<file path="src/rtl/serial_adc_emu_pkg.sv">
package serial_adc_emu_pkg;

  // Port sequencer states
  typedef enum logic [2:0] {
    ST_SAMPLE,   // tracking input, data floating
    ST_CONV,     // converting, strobe held low since start
    ST_ARMED,    // converting, strobe raised mid-conversion
    ST_LSB,      // LSB-first replay, low power
    ST_PD        // powered down, data floating
  } emu_state_e;

endpackage

</file>
<file path="src/rtl/serial_adc_emu_sync.sv">
module serial_adc_emu_sync #(
  parameter int   STAGES  = 2,
  parameter logic RST_VAL = 1'b1
) (
  input  logic clk_i,
  input  logic rst_ni,
  input  logic async_i,
  output logic lvl_o,
  output logic prv_o
);

  logic [STAGES-1:0] chain_q;
  logic              prv_q;

  generate
    if (STAGES == 1) begin : g_single
      always_ff @(posedge clk_i or negedge rst_ni) begin
        if (!rst_ni) chain_q <= RST_VAL;
        else         chain_q <= async_i;
      end
    end else begin : g_multi
      always_ff @(posedge clk_i or negedge rst_ni) begin
        if (!rst_ni) chain_q <= {STAGES{RST_VAL}};
        else         chain_q <= {chain_q[STAGES-2:0], async_i};
      end
    end
  endgenerate

  always_ff @(posedge clk_i or negedge rst_ni) begin
    if (!rst_ni) prv_q <= RST_VAL;
    else         prv_q <= chain_q[STAGES-1];
  end

  assign lvl_o = chain_q[STAGES-1];
  assign prv_o = prv_q;

endmodule

</file>
<file path="src/rtl/serial_adc_emu_bitsel.sv">
module serial_adc_emu_bitsel #(
  parameter int DATA_W = 12,
  parameter int CNT_W  = 5
) (
  input  logic [DATA_W-1:0] word_i,
  input  logic [CNT_W-1:0]  cnt_i,
  input  logic              lsb_i,
  output logic              bit_o
);

  // Clock number that carries bit 0 in the MSB-first order
  localparam logic [CNT_W-1:0] LAST_C = CNT_W'(DATA_W + 1);

  always_comb begin
    bit_o = 1'b0;
    for (int i = 0; i < DATA_W; i++) begin
      if (cnt_i == LAST_C - CNT_W'(i)) bit_o = word_i[i];
      if (lsb_i && (i > 0) && (cnt_i == LAST_C + CNT_W'(i))) bit_o = word_i[i];
    end
  end

endmodule

</file>
<file path="src/rtl/serial_adc_emu_ctrl.sv">
module serial_adc_emu_ctrl
  import serial_adc_emu_pkg::*;
#(
  parameter int DATA_W = 12
) (
  input  logic              clk_i,
  input  logic              rst_ni,
  input  logic              conv_lvl_i,
  input  logic              conv_prv_i,
  input  logic              sclk_lvl_i,
  input  logic              sclk_prv_i,
  input  logic [DATA_W-1:0] sample_i,
  output logic              data_o,
  output logic              oe_o,
  output logic              pd_o,
  output logic              hold_o
);

  localparam int CNT_MAX_I = 2 * DATA_W + 1;
  localparam int CNT_W     = $clog2(CNT_MAX_I + 1);
  localparam logic [CNT_W-1:0] LAST_C  = CNT_W'(DATA_W + 1);
  localparam logic [CNT_W-1:0] END_C   = CNT_W'(DATA_W + 2);
  localparam logic [CNT_W-1:0] CNT_MAX = CNT_W'(CNT_MAX_I);

  emu_state_e        state_q, state_d;
  logic [CNT_W-1:0]  cnt_q, cnt_d, cnt_inc, cnt_pos;
  logic [DATA_W-1:0] word_q, word_d;
  logic              data_q, data_d;
  logic              oe_q, oe_d;
  logic              pd_q, pd_d;
  logic              lsb_q, lsb_d;
  logic              data_upd;
  logic              bit_d;
  logic              conv_fall, conv_rise, sclk_fall, upd_en;

  assign conv_fall = conv_prv_i & ~conv_lvl_i;
  assign conv_rise = ~conv_prv_i & conv_lvl_i;
  assign sclk_fall = sclk_prv_i & ~sclk_lvl_i;
  assign upd_en    = conv_fall | conv_rise | sclk_fall;
  assign cnt_inc   = (cnt_q == CNT_MAX) ? cnt_q : cnt_q + 1'b1;

  serial_adc_emu_bitsel #(
    .DATA_W (DATA_W),
    .CNT_W  (CNT_W)
  ) i_bitsel (
    .word_i (word_q),
    .cnt_i  (cnt_d),
    .lsb_i  (lsb_d),
    .bit_o  (bit_d)
  );

  // Next-state logic
  always_comb begin
    state_d  = state_q;
    cnt_d    = cnt_q;
    word_d   = word_q;
    oe_d     = oe_q;
    pd_d     = pd_q;
    lsb_d    = lsb_q;
    data_upd = 1'b0;
    cnt_pos  = sclk_fall ? cnt_inc : cnt_q;

    unique case (state_q)
      ST_SAMPLE: begin
        if (conv_fall) begin
          state_d = ST_CONV;
          word_d  = sample_i;
          cnt_d   = '0;
          lsb_d   = 1'b0;
          oe_d    = 1'b0;
          pd_d    = 1'b0;
        end
      end

      ST_CONV: begin
        if (conv_rise && (cnt_q >= LAST_C)) begin
          // already powered down at the last bit: wake up
          state_d = ST_SAMPLE;
          oe_d    = 1'b0;
          pd_d    = 1'b0;
        end else begin
          if (conv_rise) state_d = ST_ARMED;
          if (sclk_fall) begin
            cnt_d    = cnt_inc;
            data_upd = 1'b1;
            oe_d     = 1'b1;
            if ((cnt_inc == LAST_C) && !conv_rise) pd_d = 1'b1;
            if (cnt_inc >= END_C) begin
              oe_d     = 1'b0;
              data_upd = 1'b0;
              state_d  = ST_PD;
            end
          end
        end
      end

      ST_ARMED: begin
        if (sclk_fall) begin
          cnt_d    = cnt_inc;
          data_upd = 1'b1;
          oe_d     = 1'b1;
        end
        if (conv_fall) begin
          pd_d = 1'b1;
          if (cnt_pos == LAST_C) begin
            // strobe dropped during the last bit: replay LSB first
            state_d = ST_LSB;
            lsb_d   = 1'b1;
          end else begin
            // short-cycle abort
            state_d  = ST_PD;
            oe_d     = 1'b0;
            data_upd = 1'b0;
          end
        end else if (sclk_fall && (cnt_inc >= END_C)) begin
          state_d  = ST_SAMPLE;
          oe_d     = 1'b0;
          data_upd = 1'b0;
        end
      end

      ST_LSB: begin
        if (conv_rise) begin
          state_d = ST_SAMPLE;
          oe_d    = 1'b0;
          pd_d    = 1'b0;
          lsb_d   = 1'b0;
        end else if (sclk_fall) begin
          cnt_d    = cnt_inc;
          data_upd = 1'b1;
        end
      end

      ST_PD: begin
        if (conv_rise) begin
          state_d = ST_SAMPLE;
          oe_d    = 1'b0;
          pd_d    = 1'b0;
        end
      end

      default: state_d = ST_SAMPLE;
    endcase

    data_d = data_upd ? bit_d : data_q;
  end

  // State registers, enabled only on a port edge
  always_ff @(posedge clk_i or negedge rst_ni) begin
    if (!rst_ni) begin
      state_q <= ST_SAMPLE;
      cnt_q   <= '0;
      word_q  <= '0;
      data_q  <= 1'b0;
      oe_q    <= 1'b0;
      pd_q    <= 1'b0;
      lsb_q   <= 1'b0;
    end else if (upd_en) begin
      state_q <= state_d;
      cnt_q   <= cnt_d;
      word_q  <= word_d;
      data_q  <= data_d;
      oe_q    <= oe_d;
      pd_q    <= pd_d;
      lsb_q   <= lsb_d;
    end
  end

  assign data_o = data_q;
  assign oe_o   = oe_q;
  assign pd_o   = pd_q;
  assign hold_o = (state_q != ST_SAMPLE);

  // Sample mode never drives the pin nor sleeps
  assert_sample_quiet_R11: assert property (@(posedge clk_i) disable iff (!rst_ni)
    (state_q == ST_SAMPLE) |-> (!oe_q && !pd_q));

  // Strobe fall latches the parallel word and enters hold
  assert_capture_R2: assert property (@(posedge clk_i) disable iff (!rst_ni)
    (state_q == ST_SAMPLE && conv_fall) |=> (word_q == $past(sample_i) && hold_o));

  // First clock fall gives a driven LOW start bit
  assert_start_low_R3: assert property (@(posedge clk_i) disable iff (!rst_ni)
    (state_q == ST_CONV && sclk_fall && cnt_q == '0 && !conv_rise) |=> (oe_q && !data_q));

  // Strobe rise wakes the block from any low-power state
  assert_wake_R6: assert property (@(posedge clk_i) disable iff (!rst_ni)
    (conv_rise && (state_q == ST_PD || state_q == ST_LSB))
      |=> (!pd_q && !oe_q && state_q == ST_SAMPLE));

  // Early strobe fall floats the pin and powers down
  assert_abort_R10: assert property (@(posedge clk_i) disable iff (!rst_ni)
    (state_q == ST_ARMED && conv_fall && !sclk_fall && cnt_q < LAST_C) |=> (!oe_q && pd_q));

  // Power-down is only ever flagged while holding
  assert_pd_in_hold_R5: assert property (@(posedge clk_i) disable iff (!rst_ni)
    pd_q |-> (state_q != ST_SAMPLE));

endmodule

</file>
<file path="src/rtl/serial_adc_emu.sv">
module serial_adc_emu #(
  parameter int DATA_W      = 12,
  parameter int SYNC_STAGES = 2
) (
  input  logic              clk_i,
  input  logic              rst_ni,
  input  logic              conv_i,
  input  logic              sclk_i,
  input  logic [DATA_W-1:0] sample_i,
  output logic              data_o,
  output logic              data_oe_o,
  output logic              pwr_down_o,
  output logic              hold_o
);

  localparam int N_LINES = 2;   // index 0: strobe, 1: serial clock

  logic               rst_meta_q, rst_sync_q;
  logic [N_LINES-1:0] line_raw, line_lvl, line_prv;

  // Asynchronous assert, synchronous release
  always_ff @(posedge clk_i or negedge rst_ni) begin
    if (!rst_ni) begin
      rst_meta_q <= 1'b0;
      rst_sync_q <= 1'b0;
    end else begin
      rst_meta_q <= 1'b1;
      rst_sync_q <= rst_meta_q;
    end
  end

  assign line_raw = {sclk_i, conv_i};

  generate
    for (genvar g = 0; g < N_LINES; g++) begin : g_sync
      serial_adc_emu_sync #(
        .STAGES  (SYNC_STAGES),
        .RST_VAL (1'b1)
      ) i_sync (
        .clk_i   (clk_i),
        .rst_ni  (rst_sync_q),
        .async_i (line_raw[g]),
        .lvl_o   (line_lvl[g]),
        .prv_o   (line_prv[g])
      );
    end
  endgenerate

  serial_adc_emu_ctrl #(
    .DATA_W (DATA_W)
  ) i_ctrl (
    .clk_i      (clk_i),
    .rst_ni     (rst_sync_q),
    .conv_lvl_i (line_lvl[0]),
    .conv_prv_i (line_prv[0]),
    .sclk_lvl_i (line_lvl[1]),
    .sclk_prv_i (line_prv[1]),
    .sample_i   (sample_i),
    .data_o     (data_o),
    .oe_o       (data_oe_o),
    .pd_o       (pwr_down_o),
    .hold_o     (hold_o)
  );

endmodule

</file>
<file path="config.mk">
export PLATFORM = sky130hd
export DESIGN_NAME = serial_adc_emu
export DESIGN_NICKNAME = d
export VERILOG_FILES = /design/src/rtl/serial_adc_emu_pkg.sv /design/src/rtl/serial_adc_emu_sync.sv /design/src/rtl/serial_adc_emu_bitsel.sv /design/src/rtl/serial_adc_emu_ctrl.sv /design/src/rtl/serial_adc_emu.sv
export SDC_FILE = /design/constraint.sdc
export NUM_CORES = 1
export LEC_CHECK = 0
export ABC_AREA = 1
export BUFFER_PORTS_ARGS = -buffer_cell sky130_fd_sc_hd__buf_2
export CAP_MARGIN = 0
export CORE_MARGIN = 4
export CORE_UTILIZATION = 45
export DETAILED_ROUTE_END_ITERATION = 6
export GPL_TIMING_DRIVEN = 0
export MAX_ROUTING_LAYER = met4
export PLACE_DENSITY_LB_ADDON = 0.3
export SYNTH_ARGS = -nofsm -noshare
export SYNTH_HDL_FRONTEND = slang
export SYNTH_SLANG_ARGS = --single-unit
</file>
<file path="constraint.sdc">
create_clock -name clk_i -period 2.5 [get_ports clk_i]
set_input_delay 0.375 -clock clk_i [delete_from_list [all_inputs] [get_ports clk_i]]
set_output_delay 0.375 -clock clk_i [all_outputs]
set_load 0.1 [all_outputs]
</file>
* Word-level counts from Yosys, hierarchy flattened
Index checks and enable logic that the tools add are counted.
Word-level totals: bits in registers 32, bits of input ports 16, output and inout bits 4, word-level logic and storage cells 151
Operators by class: add/subtract/negate cells 1, $lt $le $gt $ge 2, equal/unequal tests 36, muxes and demuxes 67, bitwise operators 8, reduce and logical (&&, ||, !) cells 24
Operator list (number):
- equality test 5 x 4 -> 1 bit, second input constant | 10
- equality test 5 bit, second input constant | 10
- 2-to-1 mux 1 bit | 47
- 2-to-1 mux 3 bit | 9
- 2-to-1 mux 5 bit | 5
- equality test 5 x 3 -> 1 bit, second input constant | 4
- case mux 5 bit (4 select lines) | 1
- logical AND 1 bit | 14
- case mux 3 bit (4 select lines) | 1
- equality test 5 x 2 -> 1 bit, second input constant | 2
- >= comparator 5 x 4 -> 1 bit, second input constant | 2
- inequality test 3 x 1 -> 1 bit, second input constant | 3
- case mux 1 bit (4 select lines) | 2
- AND reduction 7 bit | 1
- equality test 3 x 2 -> 1 bit, second input constant | 2
- inequality test 2 x 1 -> 1 bit, second input constant | 3
- case mux 1 bit (3 select lines) | 2
- adder 5 x 1 -> 5 bit, second input constant | 1
- AND reduction 5 bit | 1
- AND reduction 4 bit | 1
- nonzero test 4 bit | 1
- AND 1 bit | 3
- equality test 3 x 1 -> 1 bit, second input constant | 1
- equality test 3 bit, second input constant | 1
- other kinds (8) | 11

* Logic depth before layout (Yosys ltp)
Gate-level depths: netlist (run 1).
depth after elaboration 29, depth in mapped cells 26, mapped depth without buffers 26

* Hierarchy
Synthesis (run 1) repeated with hierarchy kept, for this count alone.
Unflattened totals: cells, all modules 311, area total of the unflattened synthesis 2229.6 um2
Modules (own cells, without submodules):
- serial_adc_emu_ctrl | times used 1, cells an instance 222, area each 1652.8 um2, seq. area each 600.6 um2
- serial_adc_emu_bitsel | times used 1, cells an instance 80, area each 365.4 um2, seq. area each 0.0 um2
- serial_adc_emu_sync | times used 2, cells an instance 3, area each 78.8 um2, seq. area each 78.8 um2
- serial_adc_emu | times used 1, cells an instance 3, area each 53.8 um2, seq. area each 50.0 um2

* Worst setup path after synthesis (run 1)
No wires, ideal clock.
path type reg-to-reg, from register i_ctrl.state_q[0], to register i_ctrl.data_q (netlist: i_ctrl.data_o), setup time 125 ps, data arrival time 2402 ps, data required time 2375 ps, path slack -26 ps, stages on the path, launching flop included 20, buffers on the path 0, clock period less this slack 2526 ps, cell sequence dfrtp_1 > inv_2 > nand2_1 > nor2_2 > inv_1 > nand2_1 > nand2_1 > o21ai_1 > nand2_1 > nand2_2 > inv_2 > a22o_1 > a21oi_1 > nand2_1 > nand2_1 > nand2_1 > nand2_1 > nand2_1 > nand2_1 > a21oi_2
Between the ends: longest elaborated chain between the ends 26, elaborated cells between the ends (all ways) 65, those cells by class 26 x eq/ne; 26 x mux; 13 x reduce/logical
RTL lines:
- start, declared | RTL line serial_adc_emu_ctrl.sv:25 | emu_state_e state_q, state_d;
- start signal, assigned | RTL line serial_adc_emu_ctrl.sv:159 | state_q <= state_d;
- equality test 3 x 2 -> 1 bit, or another cell as far along | RTL line serial_adc_emu_ctrl.sv:63 | unique case (state_q)
- case mux 5 bit (4 select lines) | RTL line serial_adc_emu_ctrl.sv:63
- equality test 5 x 4 -> 1 bit | RTL line serial_adc_emu_bitsel.sv:17 | if (cnt_i == LAST_C - CNT_W'(i)) bit_o = word_i[i];
- 2-to-1 mux 1 bit (2 in series) | RTL line serial_adc_emu_bitsel.sv:17
- 2-to-1 mux 1 bit | RTL line serial_adc_emu_bitsel.sv:18 | if (lsb_i && (i > 0) && (cnt_i == LAST_C + CNT_W'(i))) bit_o = word_i[i];
- 2-to-1 mux 1 bit | RTL line serial_adc_emu_bitsel.sv:17
- 2-to-1 mux 1 bit | RTL line serial_adc_emu_bitsel.sv:18
- 2-to-1 mux 1 bit | RTL line serial_adc_emu_bitsel.sv:17
- (+9 left out)
- 2-to-1 mux 1 bit | RTL line serial_adc_emu_bitsel.sv:17
- 2-to-1 mux 1 bit | RTL line serial_adc_emu_bitsel.sv:18
- 2-to-1 mux 1 bit | RTL line serial_adc_emu_bitsel.sv:17
- 2-to-1 mux 1 bit | RTL line serial_adc_emu_bitsel.sv:18
- 2-to-1 mux 1 bit | RTL line serial_adc_emu_bitsel.sv:17
- 2-to-1 mux 1 bit | RTL line serial_adc_emu_bitsel.sv:18
- 2-to-1 mux 1 bit | RTL line serial_adc_emu_bitsel.sv:17
- 2-to-1 mux 1 bit | RTL line serial_adc_emu_bitsel.sv:18
- end signal, assigned | RTL line serial_adc_emu_ctrl.sv:162 | data_q <= data_d;
- end, declared | RTL line serial_adc_emu_ctrl.sv:28 | logic data_q, data_d;
Parallel ways exist; a longest one is shown, timed or not. A chain may end at the register's enable or synchronous reset.

* Final worst setup path (run 1)
from register i_ctrl.cnt_q[0], to register i_ctrl.data_q (netlist: i_ctrl.data_o)
Between the ends: longest elaborated chain between the ends 29, elaborated cells between the ends (all ways) 81, those cells by class 1 x add/sub; 2 x order compare; 25 x eq/ne; 39 x mux; 14 x reduce/logical
RTL lines:
- start, declared | RTL line serial_adc_emu_ctrl.sv:26 | logic [CNT_W-1:0] cnt_q, cnt_d, cnt_inc, cnt_pos;
- start signal, assigned | RTL line serial_adc_emu_ctrl.sv:160 | cnt_q <= cnt_d;
- adder 5 x 1 -> 5 bit or equality test 5 bit (tied branches) | RTL line serial_adc_emu_ctrl.sv:40 | assign cnt_inc = (cnt_q == CNT_MAX) ? cnt_q : cnt_q + 1'b1;
- 2-to-1 mux 5 bit | RTL line serial_adc_emu_ctrl.sv:40
- 2-to-1 mux 5 bit
- 2-to-1 mux 5 bit, or another cell as far along | RTL line serial_adc_emu_ctrl.sv:123 | if (conv_rise) begin
- case mux 5 bit (4 select lines) or 2-to-1 mux 1 bit (tied branches) | RTL line serial_adc_emu_ctrl.sv:63, serial_adc_emu_ctrl.sv:105
- equality test 5 x 4 -> 1 bit or 2-to-1 mux 1 bit (tied branches) | RTL line serial_adc_emu_bitsel.sv:17, serial_adc_emu_ctrl.sv:103
- 2-to-1 mux 1 bit or case mux 1 bit (3 select lines) (tied branches) | RTL line serial_adc_emu_bitsel.sv:17, serial_adc_emu_ctrl.sv:63
- 2-to-1 mux 1 bit or logical AND 1 bit (tied branches) | RTL line serial_adc_emu_bitsel.sv:17, serial_adc_emu_bitsel.sv:18
- (+13 left out)
- 2-to-1 mux 1 bit | RTL line serial_adc_emu_bitsel.sv:17
- 2-to-1 mux 1 bit | RTL line serial_adc_emu_bitsel.sv:18
- 2-to-1 mux 1 bit | RTL line serial_adc_emu_bitsel.sv:17
- 2-to-1 mux 1 bit | RTL line serial_adc_emu_bitsel.sv:18
- 2-to-1 mux 1 bit | RTL line serial_adc_emu_bitsel.sv:17
- 2-to-1 mux 1 bit | RTL line serial_adc_emu_bitsel.sv:18
- 2-to-1 mux 1 bit | RTL line serial_adc_emu_bitsel.sv:17
- 2-to-1 mux 1 bit | RTL line serial_adc_emu_bitsel.sv:18
Parallel ways exist; a longest one is shown, timed or not.

==> results of run 1 <==
==> stage by stage <==
stage               setup WS (ns)  util, %  cell area [sq um]
global route               -0.253     59.0               2660
CTS                       -0.0150     57.9               2610
global placement           -0.201     51.5               2320
finish                    -0.0731     59.0               2660
floorplan                 -0.0263        -               2160
detailed placement         -0.233     51.5               2320
==> power by group through the flow <==
stage               combinational [mW]  sequential (mW)  clock [mW]
global route                      2.41            0.874       0.557
finish                            2.19            0.853       0.519
detailed placement                1.91            0.860           0
global placement                  1.88            0.849           0
CTS                               2.11            0.853       0.533
floorplan                         1.43            0.977           0
==> layer usage <==
metal	GRT usage, %	vias up	wire (um)
met5	-	-	0
met3	3.86	8	225
met4	6.23	0	75
met1	23.3	893	2350
met2	27.4	47	2350
li1	-	991	-
==> final cells by class <==
cell class | instances | area [sq um] | share of cell area, %
buffer | 4 | 26.3 | 0.988
sequential | 32 | 812 | 30.5
inverter | 41 | 156 | 5.88
tap | 52 | 65.1 | 2.45
multi-input combinational | 207 | 1330 | 49.9
timing repair buffer | 27 | 158 | 5.93
clock inverter | 3 | 46.3 | 1.74
clock buffer | 5 | 68.8 | 2.59
==> flip-flops by register name (all words and copies together), names as in the netlist <==
register               count
i_ctrl.word_q             12
i_ctrl.cnt_q               5
g_sync.i_sync.chain_q      4
i_ctrl.state_q             3
g_sync.i_sync.prv_o        2
i_ctrl.data_o              1
i_ctrl.lsb_q               1
i_ctrl.oe_o                1
i_ctrl.pd_o                1
rst_meta_q                 1
rst_sync_q                 1
==> worst max path at each step <==
stage          cells past startpoint             to                   startpoint
6_report                          22  i_ctrl.data_o              i_ctrl.cnt_q[0]
5_1_grt                           21  i_ctrl.data_o  g_sync[0].i_sync.chain_q[1]
4_1_cts                           23  i_ctrl.data_o              i_ctrl.cnt_q[1]
3_5_place_dp                      20  i_ctrl.data_o              i_ctrl.cnt_q[0]
3_3_place_gp                      22  i_ctrl.data_o              i_ctrl.cnt_q[0]
2_1_floorplan                     19  i_ctrl.data_o            i_ctrl.state_q[0]
==> critical path, stage by stage, from the launching register on <==
cell      delay (ns)
dfrtp_2         0.43
ha_2            0.21
inv_2           0.04
nor2_2          0.14
xor2_2          0.17
nand2_1         0.07
nand2_1         0.12
nor2_2          0.05
nand2_2         0.08
nand2_4         0.09
nor2_1          0.11
nand3b_1        0.11
or2_0           0.24
nand2_1         0.09
nand2_1         0.06
nand2_1         0.05
nand2_1         0.04
nand2_1         0.06
nand2_1         0.04
nand2_1         0.05
nand2_1         0.06
nand2_2         0.07
a21oi_2         0.05
==> repair_timing <==
action / in CTS / in global routing
endpoints found under the hold margin: 2 / 0
setup endpoints to repair: 1 / 1
cloned: 0 / 0
setup buffers: 6 / 1
resized for setup: 29 / 13
hold buffers: 1 / 0
pin swaps: 9 / 8
==> cells by family (layout without fill, tap and decap cells) <==
logic type | count (synthesis) | count (layout) | synth area share [%]
AO/OA/AOI/OAI | 45 | 45 | 12.5
XOR/XNOR | 1 | 1 | 0.406
adder cells (fa/ha/maj) | 4 | 4 | 2.32
buffers and inverters | 45 | 80 | 8.34
flip-flops | 32 | 32 | 37.4
multiplexers | 9 | 9 | 4.69
other | 1 | 1 | 0.174
AND/OR/NAND/NOR | 147 | 147 | 34.1
==> placed cells by master, fill, tap and decap left out, types with 3 or more instances in the layout <==
master    instances
inv_1            30
dfrtp_2           3
nor2_2           12
nand2_2          14
dfstp_2           6
buf_2            19
mux2_2            9
nand2_4           8
nor2_4            5
nand4_1           4
nor2_1           21
clkbuf_8          5
dfrtp_1          23
inv_2            10
nand3_1          13
buf_4             8
a21oi_2           3
a22o_1            3
a31oi_1           4
a21oi_1          10
o21ai_0          13
nand2_1          59
==> flow_summary.ini, run 1 <==
[outcome]
status = finished, violations left
violations = negative setup slack

[logic_synthesis]
synth_edf_count = 0
yosys.cell_types.count = 43
avgSynthCellArea_sq_um = 7.60
async_reset_ff_share_pct = 100
synth_nets = 304
synth_top_area_share_pct = 30.1
yosys-top-cells-area = dfrtp_1 (30%), nand2_1 (12%), dfstp_2 (7.3%)
ys_seq_area_share_pct = 37.4
synth_cells = 284
synth_common_cells = nand2_1 (67), inv_1 (33), nor2_1 (27)
yosysTopAreaCell = dfrtp_1
synthMostInstantiatedCell = nand2_1
ys_ff_latch = 32
synth_ff_type = dfrtp_1
yosysWarnings = 0
syn-cell-area_sq_um = 2160

[detailed_routing]
route.detailed.drc = 0
viasPerCell = 5.23
routed_wl_um = 5000
ant_nets = 0
drt-pass1-iter-count = 4
wl_per_cell_um = 13.5
drt_iter0_drc = 128
vias = 1939

[grt]
grt_pass1_wl_um = 8380
antenna_found_initial = 0
grt_use_total_pct = 17.8
grt_max_degree = 31
gr-total-overflow = 0
grt_pass1_vias = 1821

[clock_network]
cts_max_level = 2
clock-sinks = 32
cts_buffers = 5
clock_latency_ns = 0.30
cts_tree = built
root_buffer = clkbuf_8
cts.path.max_buffers = 2
path_clk_slew_ns = 0.08

[pwr]
seqPwrFrac_pct = 23.9
netSwitchingPower_mw = 1.85
peakVddDrop_v = 0.000922
comb_power_share_pct = 61.5
p_int_mw = 1.72
pwr-share-clk_pct = 14.6
power_density_nw_per_um2 = 1340
total_power_mw = 3.56
swShare_pct = 51.8
p_leak_nw = 1.25

[placed_design]
dpl.hpwl_um = 3600
dp.cells = 355
place.gp.congestion = 0.903
io_buffers = 19

[worst_hold_path]
min-delay-start = conv_i
min_path_type = input pin to flop
whs_path_depth = 1
hold_path_end = g_sync[0].i_sync.chain_q[0]

[floorplan]
die_x_um = 77.3
rows = 24
io_pins = 20
initial_utilization_pct = 47.9
die-area_sq_um = 5970
die_h_um = 77.3
core_area_sq_um = 4500

[sta]
finalClockSkew_ns = 0.00729
setup_violations = 1
max_slew_margin_pct = 55.4
rsz0062_at_grt = yes
tns_ns = -0.0731
fin_ws_ns = -0.0731
whs_ns = 0.178
slew_viol_final = 0
min_period_ns = 2.57
fin_crit_sh_pct = 103
max_freq_mhz = 389
worst_slew_pin_slew_ns = 0.669
finalHoldViolations = 0

[flow_run]
cap_violations = 0

[setup_path]
crit_arrival_ns = 2.75
critPathMaxFanout = 8
r2r-end = i_ctrl.data_o
reg2reg_slack_ns = -0.07
reg2reg_from = i_ctrl.cnt_q[0]
endpoint_kind = flop
crit_type = flop to flop
start_kind = flop
r2r_cells = 22
required_ns = 2.68

[finish]
final_nets = 338
fin_cells = 371
fill_cells = 401
drive_above_1_share_pct = 37.6
syn_to_final_growth_pct = 23.1
diodes = 0
(Power assumes the default switching activity.)
==> run 2, diff against run 1 <==
- CORE_MARGIN: 4 -> 8
==> run 2 against run 1 <==
Net effect: the run still ends with negative setup slack left; register-to-register slack got worse by 0.03 ns; routed wire length increased by 6.9%; worst setup slack got worse by 0.030 ns; hold slack better by 0.0086 ns; largest power group unchanged.
==> flow_summary.ini, run 2 (synthesis gave the netlist of run 1 again) <==
[flow_run]
cap_violations = 0

[pwr]
swShare_pct = 52.2
p_leak_nw = 1.32
netSwitchingPower_mw = 1.97
peakVddDrop_v = 0.000777
p_int_mw = 1.81
power_density_nw_per_um2 = 1370
seqPwrFrac_pct = 22.5
pwr-share-clk_pct = 11.6
comb_power_share_pct = 65.9

[outcome]
status = finished, violations left
violations = negative setup slack

[clock_network]
path_clk_slew_ns = 0.07
cts_tree = built
root_buffer = clkbuf_8
cts_buffers = 5
clock_latency_ns = 0.29
cts_max_level = 2
cts.path.max_buffers = 2
clock-sinks = 32

[grt]
grt_use_total_pct = 15.1
grt_max_degree = 31
grt_pass1_vias = 1834
grt_pass1_wl_um = 8560
gr-total-overflow = 0
antenna_found_initial = 0

[finish]
final_cell_mix = nand2_1 (57), inv_1 (29), dfrtp_1 (24)
final_common_cell = nand2_1
syn_to_final_growth_pct = 28.2
fin_cells = 381
drive_above_1_share_pct = 40.7
final_nets = 346
max_flop_register = i_ctrl.word_q
top_regs = i_ctrl.word_q (12), i_ctrl.cnt_q (5), g_sync.i_sync.chain_q (4)
diodes = 0
final_util_pct = 59.4
largest_register_ffs = 12

[setup_path]
critPathMaxFanout = 8
crit_type = flop to flop
required_ns = 2.68
endpoint_kind = flop
start_kind = flop
r2r-end = i_ctrl.data_o
reg2reg_from = i_ctrl.cnt_q[1]
r2r_cells = 24
crit_arrival_ns = 2.78
reg2reg_slack_ns = -0.10

[sta]
rsz0062_at_grt = yes
setup_violations = 1
min_period_ns = 2.60
finalClockSkew_ns = 0.0110
finalHoldViolations = 0
slew_viol_final = 0
worst_slew_pin_slew_ns = 1.21
fin_ws_ns = -0.103
max_freq_mhz = 384
max_slew_margin_pct = 19.6
tns_ns = -0.103
fin_crit_sh_pct = 104

[floorplan]
core_area_sq_um = 4660
die_h_um = 85.3
die-area_sq_um = 7270
io_pins = 20
die_x_um = 85.3
rows = 25
initial_utilization_pct = 46.3

[worst_hold_path]
whs_path_depth = 1
min_path_type = input pin to flop
hold_path_end = g_sync[0].i_sync.chain_q[0]
min-delay-start = conv_i

[placed_design]
post-place-ws_ns = -0.164
dp.cells = 357
place.gp.congestion = 0.910
dpl.hpwl_um = 3650
io_buffers = 19

[detailed_routing]
drt_iter0_drc = 139
wl_per_cell_um = 14.0
route.detailed.drc = 0
ant_nets = 0
drt-pass1-iter-count = 4
routed_wl_um = 5350
vias = 2000
viasPerCell = 5.25
[run 2: stage by stage]
stage / hold WS, ns / total power, mW / cell area [sq um]
2_1_floorplan: 0.0794 / 2.41 / 2160
3_3_place_gp: 0.161 / 2.74 / 2320
3_5_place_dp: 0.162 / 2.77 / 2320
4_1_cts: 0.178 / 3.42 / 2580
5_1_grt: 0.174 / 4.04 / 2770
6_report: 0.186 / 3.78 / 2770
[run 2: cell type report]
cell class,instances,area [sq um]
Buffer,4,26.3
Clock buffer,8,100
Fill cell,404,1890
Inverter,41,159
Multi-Input combinational cell,207,1390
Sequential cell,32,811
Tap cell,54,67.6
Timing Repair Buffer,35,218
[run 2: critical path, stage by stage, from the launching register on]
cell,delay (ns)
dfrtp_2,0.45
inv_4,0.08
ha_4,0.14
inv_1,0.04
nand2_1,0.05
nand2_1,0.06
nand2_2,0.08
nand2_2,0.07
nand2_4,0.07
nand3_4,0.17
nand2_4,0.13
nand2_8,0.08
nor2_1,0.12
nand3b_1,0.12
or2_0,0.24
nand2_1,0.08
nand2_1,0.05
nand2_1,0.07
nand2_1,0.05
nand2_1,0.07
nand2_1,0.05
nand2_1,0.05
nand2_1,0.06
nand2_2,0.07
a21oi_2,0.05
[run 2: timing repair]
action / 4_1_cts / 5_1_grt
endpoints found under the setup margin: 1 / 2
pin swaps: 10 / 23
endpoints found under the hold margin: 2 / 0
setup buffers: 4 / 11
hold buffers: 1 / 0
gates resized for setup: 32 / 24
[run 2: per-layer routing]
metal / routed length [um] / part of all wire [%] / global-route usage, %
met1: 2350 / 44 / 18.1
met2: 2610 / 49 / 24.2
met3: 265 / 5.0 / 3.38
met4: 122 / 2.3 / 5.73
met5: 0 / 0 / -
[run 2: power groups by stage]
| stage | clock (mW) | sequential, mW | combinational (mW) |
|---|---|---|---|
| after CTS | 0.449 | 0.847 | 2.13 |
| after floorplan | 0 | 0.977 | 1.43 |
| final | 0.438 | 0.852 | 2.49 |
| after global placement | 0 | 0.848 | 1.89 |
| after detailed placement | 0 | 0.854 | 1.92 |
| after global routing | 0.466 | 0.875 | 2.70 |
[run 2: worst max path at each step]
stage | start | slack [ns] | cells past startpoint | endpoint
floorplan | i_ctrl.state_q[0] | -0.03 | 19 | i_ctrl.data_o
global placement | i_ctrl.cnt_q[1] | -0.18 | 25 | i_ctrl.data_o
detailed placement | i_ctrl.cnt_q[1] | -0.16 | 24 | i_ctrl.data_o
CTS | g_sync[1].i_sync.prv_o | 0.01 | 23 | i_ctrl.data_o
global route | i_ctrl.cnt_q[0] | -0.33 | 24 | i_ctrl.data_o
finish | i_ctrl.cnt_q[1] | -0.10 | 24 | i_ctrl.data_o
==> run 3, diff against run 2 <==
- REMOVE_ABC_BUFFERS: not set -> 1
==> run 3 against run 2 <==
Net effect: sequential share of layout area grew 0.37 points; die area is the same; total power shrank 5.6%; clock skew shrank 0.0030 ns; core utilization shrank 0.56 points; combinational power shrank 8.8%; via count shrank 0.60%; critical endpoint unchanged; hold slack lost 0.0031 ns; routed wire length grew 0.37%; first-iteration DRC count grew 3.6%; global-route usage grew 0.21 points; maximum frequency grew 0.82%; the run still ends with negative setup slack left.
==> flow_summary.ini, run 3 (synthesis gave the netlist of run 1 again) <==
[outcome]
status = finished, violations left
violations = negative setup slack

[sta]
finalClockSkew_ns = 0.00798
rsz0062_at_grt = yes
finalHoldViolations = 0
fin_crit_sh_pct = 103
min_period_ns = 2.58
slew_viol_final = 0
setup_violations = 1
fin_ws_ns = -0.0814
max_slew_margin_pct = 55.8
worst_slew_pin_slew_ns = 0.663
max_freq_mhz = 387

[grt]
grt_pass1_vias = 2018
grt_max_degree = 31
antenna_found_initial = 0
gr-total-overflow = 0
grt_use_total_pct = 15.3
grt_pass1_wl_um = 8880

[setup_path]
slowest_delay_ns = 0.52
crit_cells = 24
reg2reg_slack_ns = -0.08
critPathBufInv = 4
endpoint_kind = flop
start_kind = flop
path_delay_family = simple AND/OR/NAND/NOR gates
crit_type = flop to flop
required_ns = 2.72
worst_path_most_repeated_cell = nand2_1
r2r_cells = 24
critPathMaxFanout = 5
crit_arrival_ns = 2.80
cp_cell_sequence = inv_1 > nor2_4 > buf_6 > buf_4 > nand3_1 > nand2_2 > nor2_2 > nand2_4 > nand2_4 > nor2_4 > inv_1 > nand2_1 > o21ai_1 > nor2_1 > a21oi_1 > nand2_1 > nand2_1 > nand2_1 > nand2_1 > nand2_1 > nand2_1 > nand2_2 > nand2_2 > a21oi_2
cp_slowest_cell = dfstp_2

[finish]
final_area_sq_um = 2740
multiInputGateArea_sq_um = 1350
fill_cells = 406
final_cell_mix = nand2_1 (52), inv_1 (31), nor2_1 (22), dfrtp_1 (22), nand2_2 (20)
drive_above_1_share_pct = 41.5
top_regs = i_ctrl.word_q (12), i_ctrl.cnt_q (5), g_sync.i_sync.chain_q (4)
diodes = 0
syn_to_final_growth_pct = 26.9
final_common_cell = nand2_1
final-seq-area_sq_um = 813
max_flop_register = i_ctrl.word_q
largest_register_ffs = 12
final_nets = 347

[placed_design]
place_area_sq_um = 2300
post-place-ws_ns = -0.592
io_buffers = 19
dpl.hpwl_um = 3610
place.gp.congestion = 0.944

[detailed_routing]
drt_iter0_drc = 144
ant_nets = 0
drt-pass1-iter-count = 4
viasPerCell = 5.20
routed_wl_um = 5370
vias = 1988
wl_per_cell_um = 14.0
route.detailed.drc = 0

[floorplan]
die_x_um = 85.3
core_area_sq_um = 4660
die-area_sq_um = 7270
rows = 25
io_pins = 20
die_h_um = 85.3
initial_utilization_pct = 46.3

[worst_hold_path]
min_path_type = input pin to flop
whs_path_depth = 1

[clock_network]
root_buffer = clkbuf_8
cts_tree = built
path_clk_slew_ns = 0.07
clock_latency_ns = 0.29
cts_buffers = 5
cts.path.max_buffers = 2
cts_max_level = 2
clock-sinks = 32

[pwr]
peakVddDrop_v = 0.00116
p_leak_nw = 1.28
power_density_nw_per_um2 = 1300

[flow_run]
cap_violations = 0
[run 3: changes by cell type in the layout (fill, tap and decap cells not counted), moves of 3 or more]
cell / previous run / this run
buf_4: 16 / 19
clkbuf_1: 3 / 0
nand2_1: 57 / 52
nand2_2: 13 / 20
nand2_8: 4 / 0
nor2_1: 18 / 22
nor2_2: 15 / 8
nor2_4: 5 / 8
[run 3: timing repair]
action / 4_1_cts / 5_1_grt
setup buffers: 14 / 6
pin swaps: 10 / 15
endpoints found under the hold margin: 2 / 0
resized for setup: 22 / 28
setup endpoints to repair: 14 / 5
hold buffers: 1 / 0
[run 3: path summary, 6_finish.rpt]
| path | from | endpoint |
|---|---|---|
| max reg2reg | g_sync[1].i_sync.prv_o | i_ctrl.data_o |
| min in group asynchronous | rst_sync_q | i_ctrl.lsb_q |
| min reg2reg | rst_sync_q | i_ctrl.lsb_q |
| min | conv_i | g_sync[0].i_sync.chain_q[0] |
| max | g_sync[1].i_sync.prv_o | i_ctrl.data_o |
| max in group asynchronous | rst_sync_q | i_ctrl.state_q[2] |
[run 3: final cells by class]
class                      count  area share, %
tap                           54           2.46
clock inverter                 3          0.867
sequential                    32           29.7
multi-input combinational    207           49.3
timing repair buffer          40           9.45
inverter                      41           5.71
clock buffer                   5           2.51
[run 3: worst register-to-register path: stages (launching register included)]
cell and delay [ns]:
dfstp_2 0.52, inv_1 0.05, nor2_4 0.15, buf_6 0.14, buf_4 0.12, nand3_1 0.11, nand2_2 0.12, nor2_2 0.06
nand2_4 0.09, nand2_4 0.08, nor2_4 0.11, inv_1 0.07, nand2_1 0.07, o21ai_1 0.07, nor2_1 0.14, a21oi_1 0.05
nand2_1 0.06, nand2_1 0.06, nand2_1 0.05, nand2_1 0.05, nand2_1 0.05, nand2_1 0.06, nand2_2 0.07, nand2_2 0.06
a21oi_2 0.11
[run 3: through the flow]
step	hold slack, ns	power (mW)	utilization (%)	cells	TNS [ns]
CTS	0.178	3.34	55.5	376	-0.00676
finish	0.183	3.57	58.8	382	-0.0814
global route	0.174	3.86	58.8	382	-0.294
detailed placement	0.161	2.74	49.3	353	-5.76
global placement	0.160	2.72	49.3	353	-5.68
floorplan	0.0794	2.39	-	280	-0.0282
[run 3: routing by layer]
metal	global-route usage [%]	routed length (um)
met1	18.1	2350
met3	3.09	170
met4	4.94	125
met2	25.4	2720
met5	-	0
[run 3: report_power, final]
part           internal [mW]  total, mW  leakage [nW]  switching, mW
registers              0.708      0.881         0.370          0.173
logic                  0.783       2.27         0.872           1.49
clock network          0.197      0.420        0.0404          0.223
